==> src/rtl/softpwr_pkg.sv <==
package softpwr_pkg;
  parameter int unsigned SP_NUM_EXT = 3;
  parameter int unsigned SP_SYNC_STAGES = 2;

  typedef enum logic {
    PWR_OFF = 1'b0,
    PWR_ON  = 1'b1
  } pwr_state_e;
endpackage

==> src/rtl/softpwr_kick_sync.sv <==
module softpwr_kick_sync #(
  parameter int unsigned STAGES = 2
) (
  input  logic clk_i,
  input  logic rst_ni,
  input  logic kick_ni,
  output logic fall_o
);
  localparam int unsigned LAST = STAGES;

  // sh[STAGES-1] is the synchronized level, sh[STAGES] its previous sample
  logic [LAST:0] sh_q;

  always_ff @(posedge clk_i or negedge rst_ni) begin
    if (!rst_ni) sh_q <= '1;
    else         sh_q <= {sh_q[LAST-1:0], kick_ni};
  end

  assign fall_o = sh_q[LAST] & ~sh_q[LAST-1];

  // one press gives one event
  a_r8_single_event: assert property (@(posedge clk_i) disable iff (!rst_ni)
    fall_o |=> !fall_o);
endmodule

==> src/rtl/softpwr_state.sv <==
module softpwr_state
  import softpwr_pkg::*;
(
  input  logic clk_i,
  input  logic rst_ni,
  input  logic main_pwr_i,
  input  logic aux_ok_i,
  input  logic batt_en_i,
  input  logic kick_fall_i,
  input  logic wake_i,
  input  logic sw_on_i,
  input  logic sw_off_i,
  input  logic kick_clr_i,
  output logic pwr_on_o,
  output logic kick_flag_o
);
  pwr_state_e state_q, state_d;
  logic       flag_q, flag_d;
  logic       kick_ok;

  assign kick_ok = kick_fall_i & aux_ok_i & batt_en_i;

  always_comb begin
    state_d = state_q;
    if (main_pwr_i) begin
      if (sw_off_i)     state_d = PWR_OFF;
      else if (sw_on_i) state_d = PWR_ON;
    end else if (kick_ok || wake_i) begin
      state_d = PWR_ON;
    end
  end

  always_comb begin
    flag_d = flag_q;
    if (kick_clr_i) flag_d = 1'b0;
    if (main_pwr_i && kick_fall_i) flag_d = 1'b1;
  end

  always_ff @(posedge clk_i or negedge rst_ni) begin
    if (!rst_ni) begin
      state_q <= PWR_OFF;
      flag_q  <= 1'b0;
    end else begin
      state_q <= state_d;
      flag_q  <= flag_d;
    end
  end

  assign pwr_on_o    = (state_q == PWR_ON);
  assign kick_flag_o = flag_q;

  a_r5_hold_on_battery: assert property (@(posedge clk_i) disable iff (!rst_ni)
    (!main_pwr_i && pwr_on_o) |=> pwr_on_o);

  a_r3_gated_kick: assert property (@(posedge clk_i) disable iff (!rst_ni)
    (!main_pwr_i && !batt_en_i && !wake_i && !pwr_on_o) |=> !pwr_on_o);

  a_r7_flag_on_main: assert property (@(posedge clk_i) disable iff (!rst_ni)
    (main_pwr_i && kick_fall_i) |=> kick_flag_o);

  a_r7_no_flag_on_batt: assert property (@(posedge clk_i) disable iff (!rst_ni)
    (!main_pwr_i && !kick_flag_o) |=> !kick_flag_o);

  a_r6_off_wins: assert property (@(posedge clk_i) disable iff (!rst_ni)
    (main_pwr_i && sw_off_i) |=> !pwr_on_o);
endmodule

==> src/rtl/softpwr_irq.sv <==
module softpwr_irq #(
  parameter int unsigned NFLAG = 4
) (
  input  logic [NFLAG-1:0] flags_i,
  input  logic [NFLAG-1:0] en_i,
  output logic             irq_oe_o
);
  logic [NFLAG-1:0] hit;

  for (genvar g = 0; g < NFLAG; g++) begin : g_hit
    assign hit[g] = flags_i[g] & en_i[g];
  end

  assign irq_oe_o = |hit;
endmodule

==> src/rtl/softpwr_ctrl.sv <==
module softpwr_ctrl
  import softpwr_pkg::*;
#(
  parameter int unsigned NUM_EXT     = SP_NUM_EXT,
  parameter int unsigned SYNC_STAGES = SP_SYNC_STAGES
) (
  input  logic               clk_i,
  input  logic               rst_ni,
  input  logic               main_pwr_i,
  input  logic               aux_ok_i,
  input  logic               batt_en_i,
  input  logic               kick_ni,
  input  logic               wake_i,
  input  logic               sw_on_i,
  input  logic               sw_off_i,
  input  logic               kick_clr_i,
  input  logic [NUM_EXT-1:0] ext_flags_i,
  input  logic [NUM_EXT:0]   irq_en_i,
  output logic               pwr_no,
  output logic               kick_flag_o,
  output logic               irq_oe_o
);
  localparam int unsigned NFLAG = NUM_EXT + 1;

  logic kick_fall;
  logic pwr_on;
  logic kick_flag;

  softpwr_kick_sync #(.STAGES(SYNC_STAGES)) u_sync (
    .clk_i   (clk_i),
    .rst_ni  (rst_ni),
    .kick_ni (kick_ni),
    .fall_o  (kick_fall)
  );

  softpwr_state u_state (
    .clk_i       (clk_i),
    .rst_ni      (rst_ni),
    .main_pwr_i  (main_pwr_i),
    .aux_ok_i    (aux_ok_i),
    .batt_en_i   (batt_en_i),
    .kick_fall_i (kick_fall),
    .wake_i      (wake_i),
    .sw_on_i     (sw_on_i),
    .sw_off_i    (sw_off_i),
    .kick_clr_i  (kick_clr_i),
    .pwr_on_o    (pwr_on),
    .kick_flag_o (kick_flag)
  );

  softpwr_irq #(.NFLAG(NFLAG)) u_irq (
    .flags_i  ({ext_flags_i, kick_flag}),
    .en_i     (irq_en_i),
    .irq_oe_o (irq_oe_o)
  );

  assign pwr_no      = ~pwr_on;
  assign kick_flag_o = kick_flag;

  a_r10_kick_irq: assert property (@(posedge clk_i) disable iff (!rst_ni)
    (kick_flag && irq_en_i[0]) |-> irq_oe_o);

  a_r4_wake_on: assert property (@(posedge clk_i) disable iff (!rst_ni)
    (!main_pwr_i && wake_i) |=> !pwr_no);
endmodule

==> config.mk <==
export PLATFORM = sky130hd
export DESIGN_NAME = softpwr_ctrl
export DESIGN_NICKNAME = d
export VERILOG_FILES = /design/src/rtl/softpwr_pkg.sv /design/src/rtl/softpwr_kick_sync.sv /design/src/rtl/softpwr_state.sv /design/src/rtl/softpwr_irq.sv /design/src/rtl/softpwr_ctrl.sv
export SDC_FILE = /design/constraint.sdc
export NUM_CORES = 1
export LEC_CHECK = 0
export BUFFER_PORTS_ARGS = -buffer_cell sky130_fd_sc_hd__buf_2
export CORE_AREA = 2 2 39 41
export DETAILED_ROUTE_END_ITERATION = 10
export DIE_AREA = 0 0 41 43
export PLACE_DENSITY = 0.48
export SLEW_MARGIN = 20
export SYNTH_ARGS = -nofsm -noshare
export SYNTH_HDL_FRONTEND = slang
export SYNTH_SLANG_ARGS = --single-unit
==> constraint.sdc <==
create_clock -name clk_i -period 1.6 [get_ports clk_i]
set_input_delay 0.08 -clock clk_i [delete_from_list [all_inputs] [get_ports clk_i]]
set_output_delay 0.08 -clock clk_i [all_outputs]
set_load 0.01 [all_outputs]
Word-level counts from Yosys, hierarchy flattened
Cells that the tools add are included.
Widths: inputs -> output; s select.
{"block": "classes", "add_sub_neg": 0, "mul": 0, "n_div": 0, "order_cmp": 0, "eq_ne": 1, "shift": 0, "mux": 6, "bitwise": 9, "n_reduce_logical": 6}
{"operator": "$and 1x1->1", "count": 7}
{"operator": "$mux 1", "count": 6}
{"operator": "$reduce_bool 2->1", "count": 2}
{"operator": "$reduce_or 4->1", "count": 1}
{"operator": "$ne 3x1->1 const B", "count": 1}
{"operator": "$not 1->1", "count": 2}
{"operator": "$reduce_and 2->1", "count": 1}
{"operator": "$logic_and 1x1->1", "count": 1}
{"operator": "$logic_or 1x1->1", "count": 1}
{"block": "word_totals", "register_bits": 5, "latch_bits": 0, "mem_bits_rw": 0, "mem_bits_ro": 0, "in_bits": 17, "out_inout_bits": 3, "wordCells": 25, "mem_count": 0}

Logic depth before layout (Yosys ltp)
Gate-level depths: netlist (run 1).
{"block": "logic_depth", "word_depth": 7, "ltp_mapped": 2, "depth_no_buf": 2}

By module
A second synthesis (run 1) with hierarchy kept.
{"block": "hier_totals", "cells_unflattened": 17, "hier_area_um2": 202.7}
{"mod": "softpwr_kick_sync", "n_inst": 1, "cells_each": 4, "area_each_um2": 92.6, "seq_area_each_um2": 78.8}
{"mod": "softpwr_state", "n_inst": 1, "cells_each": 9, "area_each_um2": 87.6, "seq_area_each_um2": 50.0}
{"mod": "softpwr_irq", "n_inst": 1, "cells_each": 3, "area_each_um2": 18.8, "seq_area_each_um2": 0.0}
{"mod": "softpwr_ctrl", "n_inst": 1, "cells_each": 1, "area_each_um2": 3.8, "seq_area_each_um2": 0.0}

Worst setup path before layout (run 1)
Ideal clock, no wire load.
{"block": "synth_timing", "kind": "register -> register", "from": "register u_sync.sh_q[2]", "to": "register u_state.state_q, in the netlist u_state.pwr_on_o", "setup_time_ns": 0.087, "t_arrival_ns": 0.732, "required_time_ns": 1.513, "path_slack_ns": 0.781, "path_stages_with_launch": 3, "path_buffers": 0, "period_less_slack_ns": 0.819, "cell_sequence": "dfstp_2 nand4b_1 a22oi_1"}
{"block": "synth_between", "elab_chain_cells": 6}
{"element": "start, declared", "line_no": "softpwr_kick_sync.sv:12", "rtl": "logic [LAST:0] sh_q;"}
{"element": "start signal, assigned", "line_no": "softpwr_kick_sync.sv:16", "rtl": "else sh_q <= {sh_q[LAST-1:0], kick_ni};"}
{"element": "$and 1x1->1", "line_no": "softpwr_kick_sync.sv:19", "rtl": "assign fall_o = sh_q[LAST] & ~sh_q[LAST-1];"}
{"element": "$and 1x1->1 (2 in series)", "line_no": "softpwr_state.sv:21", "rtl": "assign kick_ok = kick_fall_i & aux_ok_i & batt_en_i;"}
{"element": "$logic_or 1x1->1", "line_no": "softpwr_state.sv:28", "rtl": "end else if (kick_ok || wake_i) begin"}
{"element": "$reduce_bool 2->1 (no source line)"}
{"element": "$reduce_and 2->1 (no source line)"}
{"element": "end signal, assigned", "line_no": "softpwr_state.sv:44", "rtl": "state_q <= state_d;"}
{"element": "end, declared", "line_no": "softpwr_state.sv:17", "rtl": "pwr_state_e state_q, state_d;"}
Every way passes these cells.
A chain may end at the register's enable or synchronous reset.

Final worst setup path (run 1)
{"block": "layout_timing", "from": "register u_state.flag_q, in the netlist u_state.kick_flag_o", "to": "output port irq_oe_o"}
{"block": "layout_between", "elab_chain_cells": 2}
{"element": "start, declared", "line_no": "softpwr_state.sv:18", "rtl": "logic flag_q, flag_d;"}
{"element": "start signal, assigned", "line_no": "softpwr_state.sv:45", "rtl": "flag_q <= flag_d;"}
{"element": "$and 1x1->1", "line_no": "softpwr_irq.sv:11", "rtl": "assign hit[g] = flags_i[g] & en_i[g];"}
{"element": "$reduce_or 4->1", "line_no": "softpwr_irq.sv:14", "rtl": "assign irq_oe_o = |hit;"}
{"element": "end, declared", "line_no": "softpwr_ctrl.sv:21", "rtl": "output logic irq_oe_o"}
Every way passes these cells.

==> results of run 1 <==
placed cells by master (no fill, tap or decap), drive strengths merged:
cell type / n
nand4b: 1
dlygate4sd3: 2
dfrtp: 2
inv: 2
dfstp: 3
o21bai: 1
nand3b: 1
clkbuf: 4
buf: 19
a22oi: 3
nor3: 1
nand2: 1
o21ai: 1
critical path: cells and delay by family (launching register included):
| family | cells | cell delay, ns |
|---|---|---|
| compound gates | 1 | 0.18 |
| buf+inv | 1 | 0.14 |
| simple gates | 1 | 0.07 |
| flops | 1 | 0.38 |
metal layers:
metal	GRT usage [%]	part of all wire (%)	up-vias
met1	4.575	40	87
met5	0	0	-
li1	-	-	108
met4	2.000	0	0
met2	9.063	37	20
met3	6.806	23	0
layout make-up:
type / instances / area (um2)
fillers: 149 / 1026
flip-flops and latches: 5 / 128.9
repair buffers: 21 / 115.1
multi-input cells: 9 / 60.06
clock buffers: 4 / 26.28
well taps: 16 / 20.02
inverters: 2 / 7.507
sequential cells by signal, indices dropped and copies added, names as in the netlist:
name	flops
u_state.kick_flag_o	1
u_state.pwr_on_o	1
u_sync.sh_q	3
metrics by stage:
stage                     power (mW)  utilization, %
after global placement        0.1880           22.51
after floorplan               0.1579               -
after global routing          0.3602           25.86
after CTS                     0.3407           25.86
final                         0.3316           25.86
after detailed placement      0.1879           22.51
what timing repair did:
item	CTS	global route
gates resized for setup	0	0
hold buffers	2	0
hold endpoints to repair	6	0
logic make-up (layout without fill, tap and decap cells):
group,count (synthesis),count (layout),share of synthesized area [%]
flops,5,5,65.61
compound gates,5,5,17.83
simple gates,4,4,12.74
buf+inv,2,27,3.823
path summary, 6_finish.rpt:
check / start / endpoint / slack, ns
worst max-delay path: u_state.kick_flag_o$_DFFE_PN0P_ / irq_oe_o / 0.52
worst min-delay path: kick_clr_i / u_state.kick_flag_o$_DFFE_PN0P_ / 0.03
worst max register to register: u_sync.sh_q[2]$_DFF_PN1_ / u_state.pwr_on_o$_DFFE_PN0P_ / 0.73
worst min register to register: u_sync.sh_q[0]$_DFF_PN1_ / u_sync.sh_q[1]$_DFF_PN1_ / 0.35
max in group asynchronous: rst_ni / u_sync.sh_q[0]$_DFF_PN1_ / 1.20
min in group asynchronous: rst_ni / u_state.kick_flag_o$_DFFE_PN0P_ / 0.19
power by group through the flow:
stage / sequential [mW] / combinational [mW] / clock, mW
3_3_place_gp: 0.144 / 0.0437 / 0
6_report: 0.143 / 0.0465 / 0.143
2_1_floorplan: 0.145 / 0.0133 / 0
3_5_place_dp: 0.144 / 0.0436 / 0
4_1_cts: 0.143 / 0.0478 / 0.150
5_1_grt: 0.144 / 0.0546 / 0.162
==> summary.md, run 1 <==
| Metric | Value |
|---|---|
| Outcome | finished, final reports clean |
| Pre-CTS setup slack | 0.7264 ns |
| Placed Instances | 51 |
| CTS Root Cell | clkbuf_4 |
| Design area | 357.8 um2 |
| Final setup margin | 0.5186 ns |
| Register area share after synthesis | 65.61% |
| Wire per inst | 8.684 um |
| ANT nets after route | 0 |
| CP Launch Type | register |
| Rows | 14 |
| Detailed Routing Iterations Pass 1 | 2 |
| Hold slack | 0.02595 ns |
| Remaining DRCs | 0 |
| H-tree depth | 1 |
| Part of the power in registers | 43.0% |
| Hold crit path type | input pin to register |
| Clock Tree Buf Depth | 2 |
| Clock Power Share | 43.0% |
| Synth area leader | dfstp_2 |
| CP Class | register to output pin |
| Peak VDD IR | 0.5682 mV |
| Combinational Power Share | 14.0% |
| Vias in the first global route | 192 |
| CTS Sinks | 5 |
| Final slew viol count | 0 |
| Crit path time final | 1.081 ns |
| NetSw | 71.40 uW |
| Yosys cell types | 10 |
| Aggregate global-route resource usage | 5.954% |
| CP Cell Sequence | a22oi_1 > nand2_1 > buf_2 |
| Final Hold Fails | 0 |
| Final instance count without filler cells | 57 |
| Diode count | 0 |
| Syn nets | 33 |
| FF+latch count, synth | 5 |
| RSZ-0062 raised after global routing | false |
| Avg Cell Area, Syn | 12.28 um2 |
| Req. time, crit path | 1.52 ns |
| Final wirelength | 495 um |
| Internal | 260.2 uW |
| Synth Cell Area | 196.4 um2 |
| Height of the chip | 43 um |
| Worst-Margin Slew | 0.1617 ns |
| Initial DRC count | 3 |
| Drt via density | 3.772 |
| DR vias | 215 |
| Top-area cell type share of the netlist area | 40.13% |
| Syn Inst Count | 16 |
| Fmax | 924.7 MHz |
| Synth area leaders | dfstp_2 40%, dfrtp_1 25%, a22oi_1 11% |
| Clock transition at path regs | 0.04 ns |
| Crit-path max FO | 3 |
| Clock Skew | 0.003257 ns |
| Arrival time worst endpoint | 1.00 ns |
| Share of cells above drive strength 1 | 60.98% |
| Port bufs | 19 |
| Initial Utilization | 14.20% |
| Clock latency on the worst-skew pair | 0.24 ns |
| Asr flop ratio synth | 100.0% |
| Post-CTS Setup Inserts | 0 |
| Global route overflow | 0 |
| CTS tree | built |
| Total of max-cap violations | 0 |
| Setup Viol. Count Final | 0 |
| First-pass GRT wire length | 641 um |
| Die width | 41 um |
| Core ar. | 1384 um2 |
| Final net count | 59 |
| Area Growth Syn to Fin | 82.17% |
| Post-synth EDFFs | 0 |
| Max-Slew Margin vs Limit | 89.22% |
| GP Congestion | 0.5519 |
| CTS Buf Count | 3 |
| Synth Flop Type | dfstp_2 |
| Leak Pwr | 0.1822 nW |
| Top cells by count, synth | 3 x a22oi_1, 3 x dfstp_2, 2 x dfrtp_1, 2 x inv_1 |
| Synth warn | 0 |
| Worst-case reg-to-reg path depth | 2 |
| Hold depth | 2 |
| Pwr Density | 926.6 nW/um2 |
| Die Footprint | 1763 um2 |
| Switching Share | 21.53% |
| Placed Area | 311.5 um2 |
| Critical Path Sink Type | output pin |
| Initial antenna violation count | 0 |
| Slowest Stage Delay on Critical Path | 0.38 ns |
| Fin crit share | 67.59% |
| Largest net degree at the start of global routing | 6 |
| TNS Setup | 0 ns |
| Io pins | 20 |
| CP max-delay cell | dfrtp_1 |
No activity file was read; power rests on OpenSTA's default activity.
==> inputs of run 2 (changes only) <==
==> constraint.sdc (replaced) <==
create_clock -name clk_i -period 1.1 [get_ports clk_i]
set_input_delay 0.055 -clock clk_i [delete_from_list [all_inputs] [get_ports clk_i]]
set_output_delay 0.055 -clock clk_i [all_outputs]
set_load 0.01 [all_outputs]
==> run 2 against run 1 <==
Effect of this change: hold slack gained 0.0045 ns; clock skew decreased by 0.0013 ns; critical path type unchanged; global-route usage is 0.41 points higher; clock power rose by 46%; routed wire length up 9.9%; sequential share of layout area is 2.2 points lower; power is 50% higher.
==> summary.md, run 2 (synthesis gave the netlist of run 1 again) <==
| Metric | Value |
|---|---|
| R2R Setup Slk | 0.24 ns |
| Fmax | 935.6 MHz |
| Port bufs | 19 |
| ANT nets after route | 0 |
| Core ar. | 1384 um2 |
| Largest net degree at the start of global routing | 6 |
| Max reg flops | 3 |
| Req. time, crit path | 1.04 ns |
| CTS tree | built |
| Hold Path Sink | u_state.pwr_on_o$_DFFE_PN0P_ |
| Worst-Margin Slew | 0.1560 ns |
| CTS Sinks | 5 |
| Most frequent cells in the layout | 18 x buf_2, 3 x a22oi_1, 3 x clkbuf_4, 3 x dlygate4sd3_1, 3 x dfstp_2 |
| Critical Path Sink Type | output pin |
| Worst R2R End | u_state.pwr_on_o$_DFFE_PN0P_ |
| Rows | 14 |
| Peak VDD IR | 0.7045 mV |
| Final Hold Fails | 0 |
| First-pass GRT wire length | 703 um |
| Diode count | 0 |
| Fin crit share | 97.17% |
| Initial DRC count | 3 |
| Max-Slew Margin vs Limit | 89.52% |
| Area Growth Syn to Fin | 94.27% |
| CP Class | register to output pin |
| Die width | 41 um |
| Crit path time final | 1.069 ns |
| Hold crit path type | input pin to register |
| Global route overflow | 0 |
| Vias in the first global route | 196 |
| H-tree depth | 1 |
| Hold slack | 0.03043 ns |
| Detailed Routing Iterations Pass 1 | 2 |
| Arrival time worst endpoint | 1.01 ns |
| Pwr Density | 1303 nW/um2 |
| CTS Root Cell | clkbuf_4 |
| Fill count | 155 |
| Worst-case reg-to-reg path depth | 2 |
| Clock latency on the worst-skew pair | 0.24 ns |
| Hold depth | 2 |
| Leak Pwr | 0.1941 nW |
| Leading cell type in the layout, fill and taps excluded | buf_2 |
| Die Footprint | 1763 um2 |
| Drt via density | 3.966 |
| GP Congestion | 0.5587 |
| CTS Buf Count | 3 |
| Share of cells above drive strength 1 | 60.47% |
| RSZ-0062 raised after global routing | true |
| R2R Path Start | u_sync.sh_q[2]$_DFF_PN1_ |
| Aggregate global-route resource usage | 6.364% |
| Final net count | 61 |
| DR vias | 234 |
| Io pins | 20 |
| Height of the chip | 43 um |
| Clock Skew | 0.001975 ns |
| Final wirelength | 544 um |
| Clock Tree Buf Depth | 2 |
| Final slew viol count | 0 |
| Total power | 497.3 uW |
| Initial antenna violation count | 0 |
| Setup Viol. Count Final | 0 |
| Wire per inst | 9.220 um |
| Crit-path max FO | 3 |
| Total of max-cap violations | 0 |
| CP Launch Type | register |
| Remaining DRCs | 0 |
| Initial Utilization | 14.20% |
| Min-delay src | main_pwr_i |
| Clock transition at path regs | 0.04 ns |
| Largest register by flop count | u_sync.sh_q |
| Outcome | finished, final reports clean |
## run 2: cell type report
class                      instances  area [um2]  share of cell area [%]
timing repair buffer              23       138.9                   36.39
sequential                         5       128.9                   33.77
multi-input combinational          9       60.06                   15.74
clock buffer                       4       26.28                   6.885
tap                               16       20.02                   5.246
inverter                           2       7.507                   1.967
## run 2: worst max path at each step
stage,startpoint,cells after the start,to,slack [ns]
CTS,u_state.kick_flag_o$_DFFE_PN0P_,3,irq_oe_o,0.03
finish,u_state.kick_flag_o$_DFFE_PN0P_,3,irq_oe_o,0.03
floorplan,u_sync.sh_q[2]$_DFF_PN1_,2,u_state.pwr_on_o$_DFFE_PN0P_,0.28
global route,u_state.kick_flag_o$_DFFE_PN0P_,3,irq_oe_o,-0.04
global placement,u_sync.sh_q[2]$_DFF_PN1_,2,u_state.pwr_on_o$_DFFE_PN0P_,0.27
detailed placement,u_sync.sh_q[2]$_DFF_PN1_,2,u_state.pwr_on_o$_DFFE_PN0P_,0.24
## run 2: power breakdown
group / switching, mW / internal, mW
registers: 0.00749 / 0.201
logic: 0.0293 / 0.0503
clock network: 0.0724 / 0.137
## run 2: metrics by stage
stage / cells / TNS (ns) / setup slack, ns / area (um2) / util, %
after floorplan: 16 / 0 / 0.2814 / 196.4 / -
after global placement: 51 / 0 / 0.2728 / 311.5 / 22.51
after detailed placement: 51 / 0 / 0.2380 / 311.5 / 22.51
after CTS: 58 / 0 / 0.02639 / 367.9 / 26.58
after global routing: 59 / -0.04319 / -0.04319 / 381.6 / 27.58
final: 59 / 0 / 0.03118 / 381.6 / 27.58
## run 2: layer usage
metal / routed length, um / GRT usage, % / vias up
li1: - / - / 111
met3: 129 / 6.283 / 0
met5: 0 / 0 / -
met2: 223 / 10.00 / 23
met1: 191 / 5.246 / 100
met4: 0 / 2.000 / 0
## run 2: what timing repair did
action / 4_1_cts / 5_1_grt
setup endpoints to repair: 0 / 1
hold buffers: 3 / 0
buffers inserted: 0 / 1
hold endpoints to repair: 7 / 0
resized for setup: 0 / 1
## run 2: worst max-delay path, cell delays in order (launching register included)
cell and delay [ns]:
dfrtp_1 0.39, a22oi_1 0.18, nand2_1 0.09, buf_6 0.12
==> inputs of run 3 (changes only) <==
==> constraint.sdc (replaced) <==
create_clock -name clk_i -period 1.25 [get_ports clk_i]
set_input_delay 0.0625 -clock clk_i [delete_from_list [all_inputs] [get_ports clk_i]]
set_output_delay 0.0625 -clock clk_i [all_outputs]
set_load 0.01 [all_outputs]
==> run 3 against run 2 <==
Effect of this change: combinational power fell by 22%; flip-flop and latch count did not move; worst setup slack improved by 0.15 ns; clock skew fell by 0.00098 ns; routed wire length fell by 3.3%; highest routed layer unchanged; critical endpoint unchanged; die area did not move; non-clock buffer count fell by 1; register-to-register slack improved by 0.15 ns; clock power fell by 12%; hold slack improved by 0.0089 ns.
==> summary.md, run 3 (synthesis gave the netlist of run 1 again) <==
| Metric | Value |
|---|---|
| Remaining DRCs | 0 |
| Grt peak-use layer | met2 |
| Met2 Use GR | 8.438% |
| First-pass GRT wire length | 586 um |
| Peak VDD IR | 0.4938 mV |
| Global route overflow | 0 |
| RSZ-0062 raised after global routing | false |
| CP Launch Type | register |
| Fill count | 148 |
| Io pins | 20 |
| CTS Buf Count | 3 |
| CTS Hold Bufs | 3 |
| GP Congestion | 0.5699 |
| GR met1 Demand/Resource | 3.595% |
| Final wirelength | 526 um |
| CTS tree | built |
| Wire per inst | 9.069 um |
| Most frequent cells in the layout | 19 x buf_2, 3 x a22oi_1, 3 x clkbuf_4, 3 x dlygate4sd3_1, 3 x dfstp_2 |
| Crit path time final | 1.072 ns |
| Diode count | 0 |
| CP Class | register to output pin |
| Aggregate global-route resource usage | 5.954% |
| Rows | 14 |
| Die width | 41 um |
| Port bufs | 19 |
| Final slew viol count | 0 |
| H-tree depth | 1 |
| Vias in the first global route | 171 |
| Largest register by flop count | u_sync.sh_q |
| Outcome | finished, final reports clean |
| Final net count | 60 |
| Die Footprint | 1763 um2 |
| Arrival time worst endpoint | 1.01 ns |
| Clock transition at path regs | 0.04 ns |
| ANT nets after route | 0 |
| Initial antenna violation count | 0 |
| Clock latency on the worst-skew pair | 0.24 ns |
| Detailed Routing Iterations Pass 1 | 2 |
| Area Growth Syn to Fin | 87.26% |
| Leading cell type in the layout, fill and taps excluded | buf_2 |
| Worst-Margin Slew | 0.1633 ns |
| Req. time, crit path | 1.19 ns |
| CTS Root Cell | clkbuf_4 |
| Post_cts resized | 0 |
| Clock Skew | 0.0009959 ns |
| Total power | 428.1 uW |
| Max reg flops | 3 |
| CTS Sinks | 5 |
| Core ar. | 1384 um2 |
| Critical Path Sink Type | output pin |
| Post-CTS Setup Inserts | 0 |
| Total of max-cap violations | 0 |
| Largest net degree at the start of global routing | 6 |
| Final Hold Fails | 0 |
| Crit-path max FO | 3 |
| Pwr Density | 1164 nW/um2 |
| Met3 global-route usage | 6.283% |
| Fmax | 932.8 MHz |
| Max-Slew Margin vs Limit | 89.03% |
| Fin crit share | 85.76% |
| Drt via density | 3.828 |
| Height of the chip | 43 um |
| Hold crit path type | input pin to register |
| Initial DRC count | 3 |
| Clock Tree Buf Depth | 2 |
| TNS Setup | 0 ns |
| Leak Pwr | 0.1864 nW |
| DR vias | 222 |
| Initial Utilization | 14.20% |
| Share of cells above drive strength 1 | 59.52% |
| Setup Viol. Count Final | 0 |
-- run 3: cell types whose count changed in the layout (fill, tap and decap cells not counted), sizes merged --
cell	delta
buf	-1
-- run 3: routing by layer --
metal | up-vias | share of wire [%]
met5 | - | 0
met4 | 0 | 0
met3 | 0 | 20
met2 | 20 | 42
li1 | 110 | -
met1 | 92 | 39
-- run 3: worst paths after layout --
| kind | depth (start not counted) | from | slack (ns) | end |
|---|---|---|---|---|
| hold reg to reg | 0 | u_sync.sh_q[0]$_DFF_PN1_ | 0.35 | u_sync.sh_q[1]$_DFF_PN1_ |
| max in group asynchronous | 2 | rst_ni | 0.87 | u_sync.sh_q[2]$_DFF_PN1_ |
| hold / removal | 2 | main_pwr_i | 0.04 | u_state.pwr_on_o$_DFFE_PN0P_ |
| min in group asynchronous | 2 | rst_ni | 0.17 | u_state.kick_flag_o$_DFFE_PN0P_ |
| setup reg to reg | 2 | u_sync.sh_q[2]$_DFF_PN1_ | 0.39 | u_state.pwr_on_o$_DFFE_PN0P_ |
| setup / recovery | 3 | u_state.kick_flag_o$_DFFE_PN0P_ | 0.18 | irq_oe_o |
-- run 3: critical path, stage by stage, from the launching register on --
cell and delay, ns:
dfrtp_1 0.38, a22oi_1 0.18, nand2_1 0.07, buf_2 0.14
-- run 3: power by group --
part | total [mW] | switching, mW | internal [mW]
registers | 0.183 | 0.00596 | 0.177
logic | 0.0622 | 0.0243 | 0.0379
clock network | 0.183 | 0.0627 | 0.120
-- run 3: through the flow --
stage / worst slack [ns] / utilization (%) / instances / instance area (um2) / hold WS [ns]
2_1_floorplan: 0.4314 / - / 16 / 196.4 / -0.2331
3_3_place_gp: 0.4218 / 22.51 / 51 / 311.5 / -0.1176
3_5_place_dp: 0.3922 / 22.51 / 51 / 311.5 / -0.1166
4_1_cts: 0.1578 / 26.58 / 58 / 367.9 / 0.02986
5_1_grt: 0.1067 / 26.58 / 58 / 367.9 / 0.02636
6_report: 0.1780 / 26.58 / 58 / 367.9 / 0.03935
-- run 3: cell type report --
| type | instances | area [um2] | share of cell area (%) |
|---|---|---|---|
| clock buffer | 4 | 26.28 | 7.143 |
| inverter | 2 | 7.507 | 2.041 |
| multi-input combinational | 9 | 60.06 | 16.33 |
| sequential | 5 | 128.9 | 35.03 |
| tap | 16 | 20.02 | 5.442 |
| timing repair buffer | 22 | 125.1 | 34.01 |
